File: config.mk
export PLATFORM = sky130hd
export DESIGN_NAME = pingpong_dma
export DESIGN_NICKNAME = d
export VERILOG_FILES = /design/src/rtl/ppdma_pkg.sv /design/src/rtl/ppdma_pair.sv /design/src/rtl/ppdma_engine.sv /design/src/rtl/pingpong_dma.sv
export SDC_FILE = /design/constraint.sdc
export NUM_CORES = 1
export LEC_CHECK = 0
export BUFFER_PORTS_ARGS = -buffer_cell sky130_fd_sc_hd__buf_2
export CAP_MARGIN = 20
export CORE_ASPECT_RATIO = 0.75
export CORE_MARGIN = 1.5
export CORE_UTILIZATION = 45
export DETAILED_ROUTE_END_ITERATION = 8
export GPL_ROUTABILITY_DRIVEN = 1
export GPL_TIMING_DRIVEN = 0
export PLACE_DENSITY = 0.79
export RECOVER_POWER = 25
export SYNTH_ARGS = -nofsm -noshare
export SYNTH_HDL_FRONTEND = slang
export SYNTH_SLANG_ARGS = --single-unit
File: constraint.sdc
create_clock -name clk -period 5.1 [get_ports clk]
set_input_delay 0.51 -clock clk [delete_from_list [all_inputs] [get_ports clk]]
set_output_delay 0.51 -clock clk [all_outputs]
set_load 0.01 [all_outputs]
File: src/rtl/ppdma_pkg.sv
`timescale 1ns/1ps
package ppdma_pkg;
    localparam int RW       = 32;
    localparam int STOP_BIT = 31;
    localparam int LAST_BIT = 30;

    localparam logic [2:0] OFS_CUR_A = 3'd0;
    localparam logic [2:0] OFS_END_A = 3'd1;
    localparam logic [2:0] OFS_CUR_B = 3'd2;
    localparam logic [2:0] OFS_END_B = 3'd3;
    localparam logic [2:0] OFS_CTRL  = 3'd4;
    localparam logic [2:0] OFS_STAT  = 3'd5;

    localparam int CTL_EN  = 7;
    localparam int CTL_CLR = 6;
    localparam int CTL_DIR = 5;

    typedef enum logic [1:0] {
        ENG_IDLE = 2'd0,
        ENG_XFER = 2'd1,
        ENG_HALT = 2'd2
    } eng_state_e;

    function automatic logic [4:0] step_bytes(input logic [1:0] code);
        logic [4:0] s;
        unique case (code)
            2'd1:    s = 5'd1;
            2'd2:    s = 5'd2;
            2'd3:    s = 5'd4;
            default: s = 5'd16;
        endcase
        return s;
    endfunction
endpackage

File: src/rtl/ppdma_pair.sv
`timescale 1ns/1ps
module ppdma_pair
    import ppdma_pkg::*;
#(
    parameter int AW = 16
) (
    input  logic          clk,
    input  logic          rst_n,
    input  logic          clr,
    input  logic          wr_cur,
    input  logic          wr_end,
    input  logic [RW-1:0] wdata,
    input  logic          adv,
    input  logic [4:0]    step,
    input  logic          retire,
    output logic [AW-1:0] cur,
    output logic [RW-1:0] end_word,
    output logic          loaded
);
    localparam int PADW = AW - 5;

    always_ff @(posedge clk or negedge rst_n) begin
        if (!rst_n) begin
            cur      <= '0;
            end_word <= '0;
            loaded   <= 1'b0;
        end else if (clr) begin
            cur      <= '0;
            end_word <= '0;
            loaded   <= 1'b0;
        end else begin
            if (wr_cur)
                cur <= wdata[AW-1:0];
            else if (adv)
                cur <= cur + {{PADW{1'b0}}, step};
            if (wr_end) begin
                end_word <= wdata;
                loaded   <= 1'b1;
            end else if (retire) begin
                loaded   <= 1'b0;
            end
        end
    end
endmodule

File: src/rtl/ppdma_engine.sv
`timescale 1ns/1ps
module ppdma_engine
    import ppdma_pkg::*;
#(
    parameter int AW = 16
) (
    input  logic                clk,
    input  logic                rst_n,
    input  logic                clr,
    input  logic                en,
    input  logic [1:0]          loaded,
    input  logic [1:0][AW-1:0]  cur,
    input  logic [1:0][AW-1:0]  end_addr,
    input  logic [1:0]          stop,
    input  logic [1:0]          last,
    input  logic                dev_req,
    input  logic                mem_ack,
    output logic                mem_req,
    output logic [AW-1:0]       mem_addr,
    output logic [1:0]          adv,
    output logic [1:0]          retire,
    output logic                act,
    output logic                complete,
    output logic                halted,
    output logic                dev_ack
);
    eng_state_e st, st_nxt;

    logic          a_loaded, a_stop, a_last, a_term, a_fin;
    logic [AW-1:0] a_cur, a_end;
    logic          fire, kill;

    assign a_loaded = loaded[act];
    assign a_cur    = cur[act];
    assign a_end    = end_addr[act];
    assign a_stop   = stop[act];
    assign a_last   = last[act];
    assign a_term   = a_stop && a_last && (a_end == '0);
    assign a_fin    = (a_cur >= a_end);

    always_ff @(posedge clk or negedge rst_n) begin
        if (!rst_n) begin
            st  <= ENG_IDLE;
            act <= 1'b0;
        end else if (clr) begin
            st  <= ENG_IDLE;
            act <= 1'b0;
        end else begin
            st <= st_nxt;
            if (complete)
                act <= ~act;
        end
    end

    always_comb begin
        st_nxt   = st;
        mem_req  = 1'b0;
        fire     = 1'b0;
        kill     = 1'b0;
        complete = 1'b0;
        unique case (st)
            ENG_IDLE: begin
                if (en && a_loaded) begin
                    if (a_term) begin
                        kill   = 1'b1;
                        st_nxt = ENG_HALT;
                    end else if (dev_req) begin
                        st_nxt = ENG_XFER;
                    end
                end
            end
            ENG_XFER: begin
                mem_req = 1'b1;
                if (mem_ack) begin
                    fire = 1'b1;
                    if (a_fin) begin
                        complete = 1'b1;
                        st_nxt   = a_stop ? ENG_HALT : ENG_IDLE;
                    end else begin
                        st_nxt   = ENG_IDLE;
                    end
                end
            end
            ENG_HALT: st_nxt = ENG_HALT;
            default:  st_nxt = ENG_IDLE;
        endcase
    end

    always_comb begin
        adv       = 2'b00;
        retire    = 2'b00;
        adv[act]    = fire;
        retire[act] = complete || kill;
    end

    assign mem_addr = a_cur;
    assign halted   = (st == ENG_HALT);
    assign dev_ack  = fire;
endmodule

File: src/rtl/pingpong_dma.sv
`timescale 1ns/1ps
module pingpong_dma
    import ppdma_pkg::*;
#(
    parameter int ADDR_W = 16,
    parameter int DW     = 16
) (
    input  logic              clk,
    input  logic              rst_n,
    input  logic              reg_wr,
    input  logic [2:0]        reg_addr,
    input  logic [RW-1:0]     reg_wdata,
    output logic [RW-1:0]     reg_rdata,
    output logic              irq,
    input  logic              dev_req,
    output logic              dev_ack,
    input  logic [DW-1:0]     dev_din,
    output logic [DW-1:0]     dev_dout,
    output logic              mem_req,
    output logic              mem_we,
    output logic [ADDR_W-1:0] mem_addr,
    output logic [DW-1:0]     mem_wdata,
    input  logic [DW-1:0]     mem_rdata,
    input  logic              mem_ack
);
    localparam int NPAIR = 2;

    logic [7:0]                   ctrl_q;
    logic                         ovf_q;
    logic [DW-1:0]                dout_q;
    logic                         clr;
    logic [4:0]                   step;
    logic [NPAIR-1:0]             loaded_v, stop_v, last_v, adv_v, retire_v;
    logic [NPAIR-1:0][ADDR_W-1:0] cur_v, end_v;
    logic [NPAIR-1:0][RW-1:0]     endw_v;
    logic                         act, complete, halted, fire;
    logic                         nxt_sel;

    assign clr  = reg_wr && (reg_addr == OFS_CTRL) && reg_wdata[CTL_CLR];
    assign step = step_bytes(ctrl_q[1:0]);

    for (genvar g = 0; g < NPAIR; g++) begin : g_pair
        ppdma_pair #(.AW(ADDR_W)) u_pair (
            .clk      (clk),
            .rst_n    (rst_n),
            .clr      (clr),
            .wr_cur   (reg_wr && (reg_addr == 3'(2*g))),
            .wr_end   (reg_wr && (reg_addr == 3'(2*g+1))),
            .wdata    (reg_wdata),
            .adv      (adv_v[g]),
            .step     (step),
            .retire   (retire_v[g]),
            .cur      (cur_v[g]),
            .end_word (endw_v[g]),
            .loaded   (loaded_v[g])
        );
        assign end_v[g]  = endw_v[g][ADDR_W-1:0];
        assign stop_v[g] = endw_v[g][STOP_BIT];
        assign last_v[g] = endw_v[g][LAST_BIT];
    end

    ppdma_engine #(.AW(ADDR_W)) u_eng (
        .clk      (clk),
        .rst_n    (rst_n),
        .clr      (clr),
        .en       (ctrl_q[CTL_EN]),
        .loaded   (loaded_v),
        .cur      (cur_v),
        .end_addr (end_v),
        .stop     (stop_v),
        .last     (last_v),
        .dev_req  (dev_req),
        .mem_ack  (mem_ack),
        .mem_req  (mem_req),
        .mem_addr (mem_addr),
        .adv      (adv_v),
        .retire   (retire_v),
        .act      (act),
        .complete (complete),
        .halted   (halted),
        .dev_ack  (fire)
    );

    always_ff @(posedge clk or negedge rst_n) begin
        if (!rst_n) begin
            ctrl_q <= '0;
        end else if (reg_wr && (reg_addr == OFS_CTRL)) begin
            ctrl_q          <= reg_wdata[7:0];
            ctrl_q[CTL_CLR] <= 1'b0;
        end
    end

    always_ff @(posedge clk or negedge rst_n) begin
        if (!rst_n)
            ovf_q <= 1'b0;
        else if (clr)
            ovf_q <= 1'b0;
        else if (complete && !loaded_v[~act])
            ovf_q <= 1'b1;
        else if (ovf_q && loaded_v[act])
            ovf_q <= 1'b0;
    end

    always_ff @(posedge clk or negedge rst_n) begin
        if (!rst_n)
            dout_q <= '0;
        else if (fire && !ctrl_q[CTL_DIR])
            dout_q <= mem_rdata;
    end

    assign nxt_sel   = loaded_v[act] ? ~act : act;
    assign irq       = ctrl_q[CTL_EN] && !halted && !(&loaded_v);
    assign dev_ack   = fire;
    assign dev_dout  = dout_q;
    assign mem_we    = ctrl_q[CTL_DIR];
    assign mem_wdata = dev_din;

    always_comb begin
        reg_rdata = '0;
        unique case (reg_addr)
            OFS_CUR_A: reg_rdata[ADDR_W-1:0] = cur_v[0];
            OFS_END_A: reg_rdata = endw_v[0];
            OFS_CUR_B: reg_rdata[ADDR_W-1:0] = cur_v[1];
            OFS_END_B: reg_rdata = endw_v[1];
            OFS_CTRL:  reg_rdata[7:0] = ctrl_q;
            OFS_STAT:  reg_rdata[7:0] = {irq, ovf_q, 5'b0, nxt_sel};
            default:   reg_rdata = '0;
        endcase
    end
endmodule

==> results.md, run 1 <==
- Router iterations before antenna repair: 8
- Starting Density: 0.468
- R2R Path Start: u_eng.act$_DFFE_PN0P_
- Main synth FF type: dfrtp_1
- Die ar.: between 0.015 and 0.02 mm²
- Root buf cell: clkbuf_16
- Crit-path cells: buf_2 -> clkbuf_1 -> clkbuf_1 -> mux2_2 -> ha_1 -> a21oi_1 -> o21ai_0 -> a211oi_1 -> o21ai_1 -> a32o_1
- Syn nets: between 900 and 1000
- Setup violations, final: 0
- Uppermost routed layer: met4
- CTS tree: done
- Drt via density: 6.02
- Area of the multi-input gates: 0.00409 mm²
- Final hold vios: 0
- Die H: about 120 µm
- Final Skew: about 0.012 ns
- Initial antenna violation count: 0
- Most common cell after layout, fill and taps aside: nand2_1
- GRT Total Usage: 0.280
- RSZ-0062 raised after global routing: no
- P_leak: around 4.2 nW
- Initial DRC Count: about 840
- Mean Syn Cell Area: 9.15 µm²
- Max Cap Viol: 1
- CTS Buf Count: 17
- Clock tree sinks: ~130
- Hold slack: roughly 0.32 ns
- Ys Warns: 0
- CP arrival: roughly 4.5 ns
- Hold path depth: 2
- Maximum count of clock buffers along a single path: 2
- Diodes inserted: 0
- Reg2Reg Setup Slack: 0.91 ns
- Post_cts resized: 0
- Layout area overhead: 20.2%
- Crit Path Category: register to register
- PortBufs: ~140
- Crit path max fanout: 10
- Crit path buffers/inverters: 3
- H-tree depth: 4
- Largest net degree at the start of global routing: 80
- Cell family with most CP delay: buffers and inverters
- CP required: about 5.4 ns
- Flops & latches, synth: about 130
- Fillers: between 1000 and 1500
- Yosys cell types: about 60
- CP Capture Type: register
- VDD IR max: 0.307 mV
- First-pass GRT wire length: 38100 µm
- Power per cell area: ~470 mW/mm²
- M1 WL: roughly 11000 µm
- CTS clk-pin slew, worst paths: 0.06 ns
- Vias in the first global route: approximately 7000
- Commonest cells after routing, fill and taps aside: 177 x nand2_1, 150 x buf_2, 125 x dfrtp_1, 87 x a21oi_1, 39 x mux2_2
- Seq/Total Area, Yosys: 0.411
- Hold EP: dev_dout[0]$_DFFE_PN0P_
- Setup tns final: 0 ns
- Post-synth EDFFs: 0
- RePlAce Congestion: around 0.96
- Routed wl met3: approximately 3000 µm
- Via count: roughly 7300
- CP max stage delay: a little under 0.6 ns
- Critical Path Start Type: register
- Core Area: 0.0163 mm²
- Most common cell on crit path: clkbuf_1
- Failing checks: DRC, capacitance limit, slew limit
- WL/cell: approximately 20 µm
- Slew Limit Fails: 47
- Crit path time final: approximately 4.2 ns
- Die Width: roughly 150 µm
- Core Rows: 40
- Final nets: 1087
- Synthesized area: ~0.0076 mm²
- Grt ovf: 0
- FF-to-FF path depth: 10
- Pre-CTS WS: 1.09 ns
- Layout cells sized above 1: 0.250
- Outcome: finished with violations
- Final Cycle Share: 0.822
- Final WS setup: just over 0.9 ns
- Drt total wl: between 20000 and 25000 µm
- Rel. slew slack: -0.800
- Setup bufs post-CTS: 0
- DP Wirelength: 18100 µm
- R2R Path End: u_eng.st[1]$_DFFE_PN0P_
- Clock latency on the worst-skew pair: 0.42 ns
- HP Start: mem_rdata[0]
- Fmax: approximately 240 MHz
- HP Class: input port to register
- Worst path slowest cell: clkbuf_1
- Met2 wire len: between 10000 and 15000 µm
- CTS Hold Bufs: 0
- I/O pin count: roughly 160
- Async S/R FF share, synth: 1.00
- Antenna-violating nets left: 0
- Worst-Margin Slew: approximately 2.7 ns
- DRC: 11
- Post-Synthesis Cells: 832
- FF+latch area: 0.00313 mm²
[sequential cells by signal, summed over array words and instances (netlist names)]
name and cells:
g_pair.u_pair.end_word 64, g_pair.u_pair.cur 32, dev_dout 16, ctrl_q 7, g_pair.u_pair.loaded 2, u_eng.st 2
ovf_q 1, u_eng.act 1
[worst register-to-register path: stages, from the launching register on]
cell	delay [ns]
dfrtp_1	0.47
buf_2	0.33
clkbuf_1	0.55
clkbuf_1	0.59
mux2_2	0.45
ha_1	0.32
a21oi_1	0.13
o21ai_0	0.16
a211oi_1	0.48
o21ai_1	0.29
a32o_1	0.31
[worst max path at each step]
stage                               start  slack [ns]  cells after the start                      end
floorplan           u_eng.act$_DFFE_PN0P_        2.09                      9    u_eng.act$_DFFE_PN0P_
global placement    u_eng.act$_DFFE_PN0P_        1.16                     10  u_eng.st[1]$_DFFE_PN0P_
detailed placement  u_eng.act$_DFFE_PN0P_        1.09                     10  u_eng.st[1]$_DFFE_PN0P_
CTS                 u_eng.act$_DFFE_PN0P_        1.10                     10  u_eng.st[1]$_DFFE_PN0P_
global route        u_eng.act$_DFFE_PN0P_        0.85                     10  u_eng.st[1]$_DFFE_PN0P_
finish              u_eng.act$_DFFE_PN0P_        0.91                     10  u_eng.st[1]$_DFFE_PN0P_
[kinds of logic (layout without fill, tap and decap cells)]
logic type,Yosys count,after routing,synth area share
AOI/OAI and AO/OA,205,205,0.173
xor gates and xnor gates,12,12,0.0138
adders and majority gates,26,26,0.0447
buffers and inverters,83,253,0.0521
DFF,125,125,0.411
muxes,78,78,0.127
and+or+nand+nor,303,303,0.179
[area by class of cell]
cell class | count | share of cell area
clock buffers | 17 | 0.0465
clock inverters | 15 | 0.0152
inverters | 15 | 0.00615
repair buffers | 138 | 0.0778
multi-input cells | 624 | 0.447
flip-flops and latches | 125 | 0.342
well taps | 210 | 0.0287
plain buffers | 68 | 0.0372
[where the power goes]
part           switching, mW  leakage [nW]  total (mW)  internal (mW)
Clock                  0.486         0.268        1.16          0.677
Combinational          0.914          2.33        1.62          0.705
Sequential             0.251          1.58        1.49           1.24
[through the flow]
stage,cells,instance area [µm²],utilization,power [mW]
finish,1212,9150,0.563,4.28
global route,1212,9150,0.563,4.51
floorplan,832,7610,-,2.50
CTS,1212,9160,0.563,4.24
detailed placement,1180,8600,0.528,3.07
global placement,1179,8560,0.526,3.01
[cells in the mapped netlist, types with 8 or more instances]
cell,n,area (µm²)
a211oi_1,12,90.1
nor2b_1,10,62.6
a21oi_1,87,435
xor2_1,8,70.1
nand2_1,177,664
mux2_2,39,439
nand3_1,16,80.1
o21ai_0,27,135
ha_1,24,300
a32o_1,11,110
and2_1,13,81.3
a22o_1,20,175
buf_4,16,120
nor2_1,37,139
clkbuf_1,33,124
dfrtp_1,125,3130
mux2i_1,28,280
inv_1,14,52.6
mux4_2,11,248
buf_2,14,70.1
nor3_1,10,50.1
[layer usage]
metal | up-vias | track usage
li1 | 3285 | -
met1 | 3463 | 0.419
met2 | 495 | 0.406
met3 | 58 | 0.0617
met4 | 0 | 0.0837
met5 | - | 0
Note: power is estimated with default switching activity, not from simulation.
==> inputs of run 2 (changes only) <==
==> constraint.sdc (replaced) <==
create_clock -name clk -period 4.2 [get_ports clk]
set_input_delay 0.42 -clock clk [delete_from_list [all_inputs] [get_ports clk]]
set_output_delay 0.42 -clock clk [all_outputs]
set_load 0.01 [all_outputs]
==> run 2 against run 1 <==
Net effect:
- the flow still finishes with violations (DRC, capacitance limit, slew limit)
- non-clock buffer count up 1
- largest cell class unchanged
- sequential share of layout area rose by 0.084 points
- combinational power increased by 21%
- clock skew is 0.0013 ns lower
- die area unchanged
- routed wire length grew 0.44%
- hold slack lost 0.089 ns
- via count grew 0.59%
- setup slack worse by 0.75 ns
- cell count hardly changed
- maximum frequency up 3.7%
==> results.md, run 2 (synthesized netlist as in run 1, its figures left out) <==
- Outcome: finished with violations (unchanged)
- Failing checks: DRC, capacitance limit, slew limit (unchanged)
- FF+latch area: 0.00313 mm² (unchanged)
- CTS Buf Count: 17 (unchanged)
- Core Area: 0.0163 mm² (unchanged)
- Final WS setup: 0.159 ns (was 0.910 ns)
- Final nets: 1088 (was 1087)
- DP Cell Count: 1180 (unchanged)
- Crit Path Category: register to register (unchanged)
- Crit path max fanout: 10 (unchanged)
- Pre-CTS WS: 0.188 ns (was 1.09 ns)
- Max reg flops: 64 (unchanged)
- Core Rows: 40 (unchanged)
- Switching share of power: 0.387 (was 0.386)
- CP max stage delay: 0.53 ns (was 0.59 ns)
- Root buf cell: clkbuf_16 (unchanged)
- Clock power frac: 0.273 (was 0.272)
- Via count: 7344 (was 7301)
- Reg with most FFs: g_pair.u_pair.end_word (unchanged)
- Final Skew: 0.0108 ns (was 0.0121 ns)
- Drt total wl: 24400 µm (was 24300 µm)
- Largest net degree at the start of global routing: 80 (unchanged)
- Clock latency on the worst-skew pair: 0.42 ns (about the same)
- CTS clk-pin slew, worst paths: 0.06 ns (about the same)
- Commonest cells after routing, fill and taps aside: 177 x nand2_1, 129 x buf_2, 125 x dfrtp_1, 87 x a21oi_1, 55 x clkbuf_1 (was 177 x nand2_1, 150 x buf_2, 125 x dfrtp_1, 87 x a21oi_1, 39 x mux2_2)
- Router iterations before antenna repair: 9 (was 8)
- Setup tns final: 0 ns (unchanged)
- Comb pwr share: 0.377 (was 0.379)
- P_leak: 4.12 nW (was 4.18 nW)
- PortBufs: 137 (unchanged)
- RePlAce Congestion: 0.956 (unchanged)
- RSZ-0062 raised after global routing: no (unchanged)
- DRC: 11 (unchanged)
- CP required: 4.50 ns (was 5.40 ns)
- First-pass GRT wire length: 38100 µm (unchanged)
- Seq pwr share: 0.350 (was 0.349)
- Power per cell area: 568 mW/mm² (was 467 mW/mm²)
- VDD IR max: 0.373 mV (was 0.307 mV)
- Crit-path cells: buf_2 -> clkbuf_1 -> clkbuf_2 -> mux2_2 -> ha_1 -> a21oi_1 -> o21ai_0 -> a211oi_1 -> o21ai_1 -> a32o_1 (was buf_2 -> clkbuf_1 -> clkbuf_1 -> mux2_2 -> ha_1 -> a21oi_1 -> o21ai_0 -> a211oi_1 -> o21ai_1 -> a32o_1)
- Initial antenna violation count: 0 (unchanged)
- I/O pin count: 156 (unchanged)
- Int Pwr: 3.18 mW (was 2.63 mW)
- Max Cap Viol: 1 (unchanged)
- CTS tree: done (unchanged)
- Finished Layout Cells: 1213 (was 1212)
- Initial DRC Count: 837 (was 835)
- Final hold vios: 0 (unchanged)
- Area after DPL: 0.00860 mm² (unchanged)
- Die ar.: 0.0177 mm² (unchanged)
- Crit path time final: 4.04 ns (was 4.19 ns)
- Vias in the first global route: 6806 (unchanged)
- Final Cycle Share: 0.962 (was 0.822)
- CP arrival: 4.34 ns (was 4.49 ns)
- GRT Total Usage: 0.280 (unchanged)
- Cell family with most CP delay: compound AO/OA/AOI/OAI gates (was buffers and inverters)
- Setup bufs post-CTS: 0 (unchanged)
- CP Capture Type: register (unchanged)
- Drt via density: 6.05 (was 6.02)
- Maximum count of clock buffers along a single path: 2 (unchanged)
- Layout area overhead: 19.9% (was 20.2%)
- Area of the multi-input gates: 0.00409 mm² (unchanged)
- Grt ovf: 0 (unchanged)
- Slew Limit Fails: 47 (unchanged)
- WL/cell: 20.1 µm (about the same)
- Fillers: 1457 (was 1458)
- Layout cells sized above 1: 0.229 (was 0.250)
- Setup violations, final: 0 (unchanged)
- Starting Density: 0.468 (unchanged)
- Worst path slowest cell: clkbuf_1 (unchanged)
- Most common cell after layout, fill and taps aside: nand2_1 (unchanged)
- Worst-Margin Slew: 2.74 ns (was 2.70 ns)
- Diodes inserted: 0 (unchanged)
- Clock tree sinks: 125 (unchanged)
- Antenna-violating nets left: 0 (unchanged)
- H-tree depth: 4 (unchanged)
- HP Class: input port to register (unchanged)
- Rel. slew slack: -0.825 (was -0.800)
- Critical Path Start Type: register (unchanged)
- Die Width: 153 µm (unchanged)
- Crit path buffers/inverters: 3 (unchanged)
- Cell area after layout: 0.00913 mm² (was 0.00915 mm²)
- DP Wirelength: 18100 µm (unchanged)
- Psw: 2.01 mW (was 1.65 mW)
- Fmax: 247 MHz (was 239 MHz)
- Die H: 116 µm (unchanged)
[run 2: cell types whose count changed in the layout (fill, tap and decap cells not counted), sizes merged]
cell	delta
buf	-22
dlygate4sd3	+1
clkbuf	+22
[run 2: routing by layer]
metal  global-route usage  wire length [µm]  vias up
met1                0.419             10600     3505
met2                0.406             10200      502
li1                     -                 -     3284
met4               0.0837               565        0
met3               0.0617              3070       53
met5                    0                 0        -
[run 2: cell type report]
cell class	instances	share of cell area
plain buffers	68	0.0365
clock buffers	17	0.0466
clock inverters	15	0.0152
inverters	15	0.00617
multi-input cells	624	0.448
flip-flops and latches	125	0.343
well taps	210	0.0288
repair buffers	139	0.0763
[run 2: power groups by stage]
stage / sequential (mW) / combinational (mW) / clock [mW]
floorplan: 1.77 / 1.27 / 0
global placement: 1.80 / 1.85 / 0
detailed placement: 1.82 / 1.91 / 0
CTS: 1.80 / 1.92 / 1.42
global route: 1.86 / 2.15 / 1.47
finish: 1.82 / 1.96 / 1.42
[run 2: what timing repair did]
action	CTS	global route
resized for setup	0	2
hold endpoints to repair	46	0
setup endpoints to repair	0	1
hold buffers	1	0
[run 2: per-stage QoR]
step	hold slack, ns	power, mW	utilization
floorplan	0.124	3.03	-
global placement	0.484	3.66	0.526
detailed placement	0.390	3.73	0.528
CTS	0.226	5.14	0.564
global route	0.228	5.47	0.561
finish	0.230	5.19	0.561
[run 2: path summary, 6_finish.rpt]
kind / start / slack (ns) / depth (start not counted) / to
worst max register to register: u_eng.act$_DFFE_PN0P_ / 0.16 / 10 / u_eng.st[1]$_DFFE_PN0P_
worst max-delay path: u_eng.act$_DFFE_PN0P_ / 0.16 / 10 / u_eng.st[1]$_DFFE_PN0P_
min in group asynchronous: rst_n / 1.40 / 2 / g_pair[1].u_pair.end_word[29]$_DFFE_PN0P_
worst min register to register: dev_dout[13]$_DFFE_PN0P_ / 0.50 / 1 / dev_dout[13]$_DFFE_PN0P_
worst min-delay path: mem_rdata[0] / 0.23 / 2 / dev_dout[0]$_DFFE_PN0P_
max in group asynchronous: rst_n / 1.22 / 2 / g_pair[0].u_pair.cur[8]$_DFFE_PN0P_
==> inputs of run 3 (changes only) <==
--- a/config.mk
+++ b/config.mk
@@ -12,7 +12,6 @@
 export CORE_UTILIZATION = 45
 export DETAILED_ROUTE_END_ITERATION = 8
 export GPL_ROUTABILITY_DRIVEN = 1
-export GPL_TIMING_DRIVEN = 0
 export PLACE_DENSITY = 0.79
 export RECOVER_POWER = 25
 export SYNTH_ARGS = -nofsm -noshare
==> constraint.sdc (replaced) <==
create_clock -name clk -period 4.4 [get_ports clk]
set_input_delay 0.44 -clock clk [delete_from_list [all_inputs] [get_ports clk]]
set_output_delay 0.44 -clock clk [all_outputs]
set_load 0.01 [all_outputs]
==> run 3 against run 2 <==
Net effect:
- the flow still finishes with violations (DRC, capacitance limit, slew limit)
- routed wire length shrank 5.9%
- cell count down 5.6%
- die area is the same
- core utilization shrank 1.0 points
- final area decreased by 1.8%
- critical path type unchanged
- critical endpoint unchanged
- largest cell class unchanged
==> results.md, run 3 (synthesized netlist as in run 1, its figures left out) <==
- Largest net degree at the start of global routing: 80 (unchanged)
- FF-to-FF path depth: 7 (was 10)
- VDD IR max: 0.306 mV (was 0.373 mV)
- Final nets: 1020 (was 1088)
- Crit path max fanout: 49 (was 10)
- Diodes inserted: 0 (unchanged)
- H-tree depth: 4 (unchanged)
- Die Width: 153 µm (unchanged)
- Hold EP: dev_dout[15]$_DFFE_PN0P_ (was dev_dout[0]$_DFFE_PN0P_)
- Antenna-violating nets left: 0 (unchanged)
- WL/cell: 20.1 µm (about the same)
- Crit path buffers/inverters: 0 (was 3)
- Slew Limit Fails: 30 (was 47)
- Most common cell after layout, fill and taps aside: nand2_1 (unchanged)
- Maximum count of clock buffers along a single path: 2 (unchanged)
- Layout cells sized above 1: 0.239 (was 0.229)
- Rel. slew slack: -0.0115 (was -0.825)
- Final Skew: 0.00858 ns (was 0.0108 ns)
- HP Class: input port to register (unchanged)
- DP Wirelength: 16100 µm (was 18100 µm)
- CP max stage delay: 1.09 ns (was 0.53 ns)
- Setup bufs post-CTS: 0 (unchanged)
- Die H: 116 µm (unchanged)
- Reg with most FFs: g_pair.u_pair.end_word (unchanged)
- R2R Path End: u_eng.st[1]$_DFFE_PN0P_ (unchanged)
- Worst path slowest cell: dfrtp_2 (was clkbuf_1)
- CP arrival: 3.52 ns (was 4.34 ns)
- First-pass GRT wire length: 36500 µm (was 38100 µm)
- Setup violations, final: 0 (unchanged)
- Critical Path Start Type: register (unchanged)
- Drt via density: 6.15 (was 6.05)
- Grt ovf: 0 (unchanged)
- Fmax: 311 MHz (was 247 MHz)
- CTS clk-pin slew, worst paths: 0.06 ns (about the same)
- Die ar.: 0.0177 mm² (unchanged)
- Final Cycle Share: 0.731 (was 0.962)
- Crit path time final: 3.22 ns (was 4.04 ns)
- RePlAce Congestion: 0.948 (was 0.956)
- CP required: 4.71 ns (was 4.50 ns)
- Psw: 1.84 mW (was 2.01 mW)
- RSZ-0062 raised after global routing: no (unchanged)
- PortBufs: 123 (was 137)
- I/O pin count: 156 (unchanged)
- M3 GR Usage: 0.0797 (was 0.0617)
- Starting Density: 0.468 (unchanged)
- Failing checks: DRC, capacitance limit, slew limit (unchanged)
- CTS Buf Count: 17 (unchanged)
- Root buf cell: clkbuf_16 (unchanged)
- Outcome: finished with violations (unchanged)
- Switching share of power: 0.357 (was 0.387)
- Crit Path Category: register to register (unchanged)
- Comb pwr share: 0.333 (was 0.377)
- Clock power frac: 0.314 (was 0.273)
- Core Rows: 40 (unchanged)
- Via count: 7040 (was 7344)
- Util after Layout: 0.551 (was 0.561)
- Drt total wl: 23000 µm (was 24400 µm)
- Core Area: 0.0163 mm² (unchanged)
- Worst-Margin Slew: 1.52 ns (was 2.74 ns)
- DRC: 11 (unchanged)
- CTS tree: done (unchanged)
- R2R Path Start: u_eng.act$_DFFE_PN0P_ (unchanged)
- Vias in the first global route: 6762 (was 6806)
- Initial antenna violation count: 2 (was 0)
- GR peak layer: met2 (was met1)
- Met1 Track Usage GR: 0.368 (was 0.419)
- Max Cap Viol: 1 (unchanged)
- HP Start: mem_rdata[15] (was mem_rdata[0])
- Clock latency on the worst-skew pair: 0.43 ns (was 0.42 ns)
- Crit-path cells: mux2_2 -> ha_1 -> a21oi_1 -> o21ai_0 -> a211oi_1 -> o21ai_1 -> a32o_1 (was buf_2 -> clkbuf_1 -> clkbuf_2 -> mux2_2 -> ha_1 -> a21oi_1 -> o21ai_0 -> a211oi_1 -> o21ai_1 -> a32o_1)
- Int Pwr: 3.32 mW (was 3.18 mW)
- Fillers: 1470 (was 1457)
- Router iterations before antenna repair: 8 (was 9)
- Seq pwr share: 0.353 (was 0.350)
- Max reg flops: 64 (unchanged)
- Initial DRC Count: 718 (was 837)
- Reg2Reg Setup Slack: 1.18 ns (was 0.16 ns)
- CP Capture Type: register (unchanged)
- Final hold vios: 0 (unchanged)
- Commonest cells after routing, fill and taps aside: 177 x nand2_1, 124 x dfrtp_1, 122 x buf_2, 87 x a21oi_1, 39 x mux2_2 (was 177 x nand2_1, 129 x buf_2, 125 x dfrtp_1, 87 x a21oi_1, 55 x clkbuf_1)
- Layout area overhead: 17.7% (was 19.9%)
- Clock tree sinks: 125 (unchanged)
- Met2 usage: 0.404 (was 0.406)
- Hold path depth: 2 (unchanged)
- Power per cell area: 576 mW/mm² (was 568 mW/mm²)
- Setup tns final: 0 ns (unchanged)
- Cell family with most CP delay: compound AO/OA/AOI/OAI gates (unchanged)
- GRT Total Usage: 0.267 (was 0.280)
- P_leak: 4.04 nW (was 4.12 nW)
run 3: cell count changes in the layout (fill, tap and decap cells not counted), sizes merged:
cell and change:
buf -14, clkbuf -52, bufinv +5, clkinv -3, inv -4
run 3: power by group through the flow:
stage	clock network [mW]	registers, mW	logic (mW)
2_1_floorplan	0	1.69	1.21
3_5_place_dp	0	1.83	1.67
6_report	1.62	1.82	1.72
5_1_grt	1.69	1.86	1.89
3_3_place_gp	0	1.81	1.63
4_1_cts	1.63	1.81	1.70
run 3: timing repair:
action                                 4_1_cts  5_1_grt
gates resized for setup                      0        0
endpoints found under the hold margin        0       27
hold buffers                                 0        1
run 3: area by class of cell:
cell class                      count  area [µm²]  area share
Multi-Input combinational cell    624        4100       0.458
Timing Repair Buffer              139         734      0.0819
Tap cell                          210         263      0.0293
Clock buffer                       19         443      0.0494
Clock inverter                     13         236      0.0264
Sequential cell                   125        3130       0.349
Inverter                           15        56.3     0.00628
run 3: how the worst max path moves through the flow:
| stage | depth (start not counted) | start | slack [ns] | endpoint |
|---|---|---|---|---|
| final | 7 | u_eng.act$_DFFE_PN0P_ | 1.18 | u_eng.st[1]$_DFFE_PN0P_ |
| after global placement | 7 | u_eng.act$_DFFE_PN0P_ | 1.38 | u_eng.st[1]$_DFFE_PN0P_ |
| after detailed placement | 7 | u_eng.act$_DFFE_PN0P_ | 1.33 | u_eng.st[1]$_DFFE_PN0P_ |
| after CTS | 7 | u_eng.act$_DFFE_PN0P_ | 1.28 | u_eng.st[1]$_DFFE_PN0P_ |
| after floorplan | 9 | u_eng.act$_DFFE_PN0P_ | 1.39 | u_eng.act$_DFFE_PN0P_ |
| after global routing | 4 | rst_n | 0.73 | g_pair[1].u_pair.loaded$_DFFE_PN0P_ |
run 3: routing by layer:
metal	vias to the layer above	share of wire
li1	3152	-
met1	3385	0.42
met2	447	0.44
met3	54	0.12
met4	2	0.024
met5	-	0.00065
run 3: through the flow:
step	hold slack [ns]	cells	power [mW]	setup slack (ns)	instance area, µm²
6_report	0.247	1145	5.16	1.18	8960
5_1_grt	0.244	1145	5.45	0.733	8960
4_1_cts	0.237	1143	5.14	1.28	8950
3_5_place_dp	0.489	1111	3.50	1.33	8270
3_3_place_gp	0.484	1111	3.43	1.38	8270
2_1_floorplan	0.144	832	2.90	1.39	7610
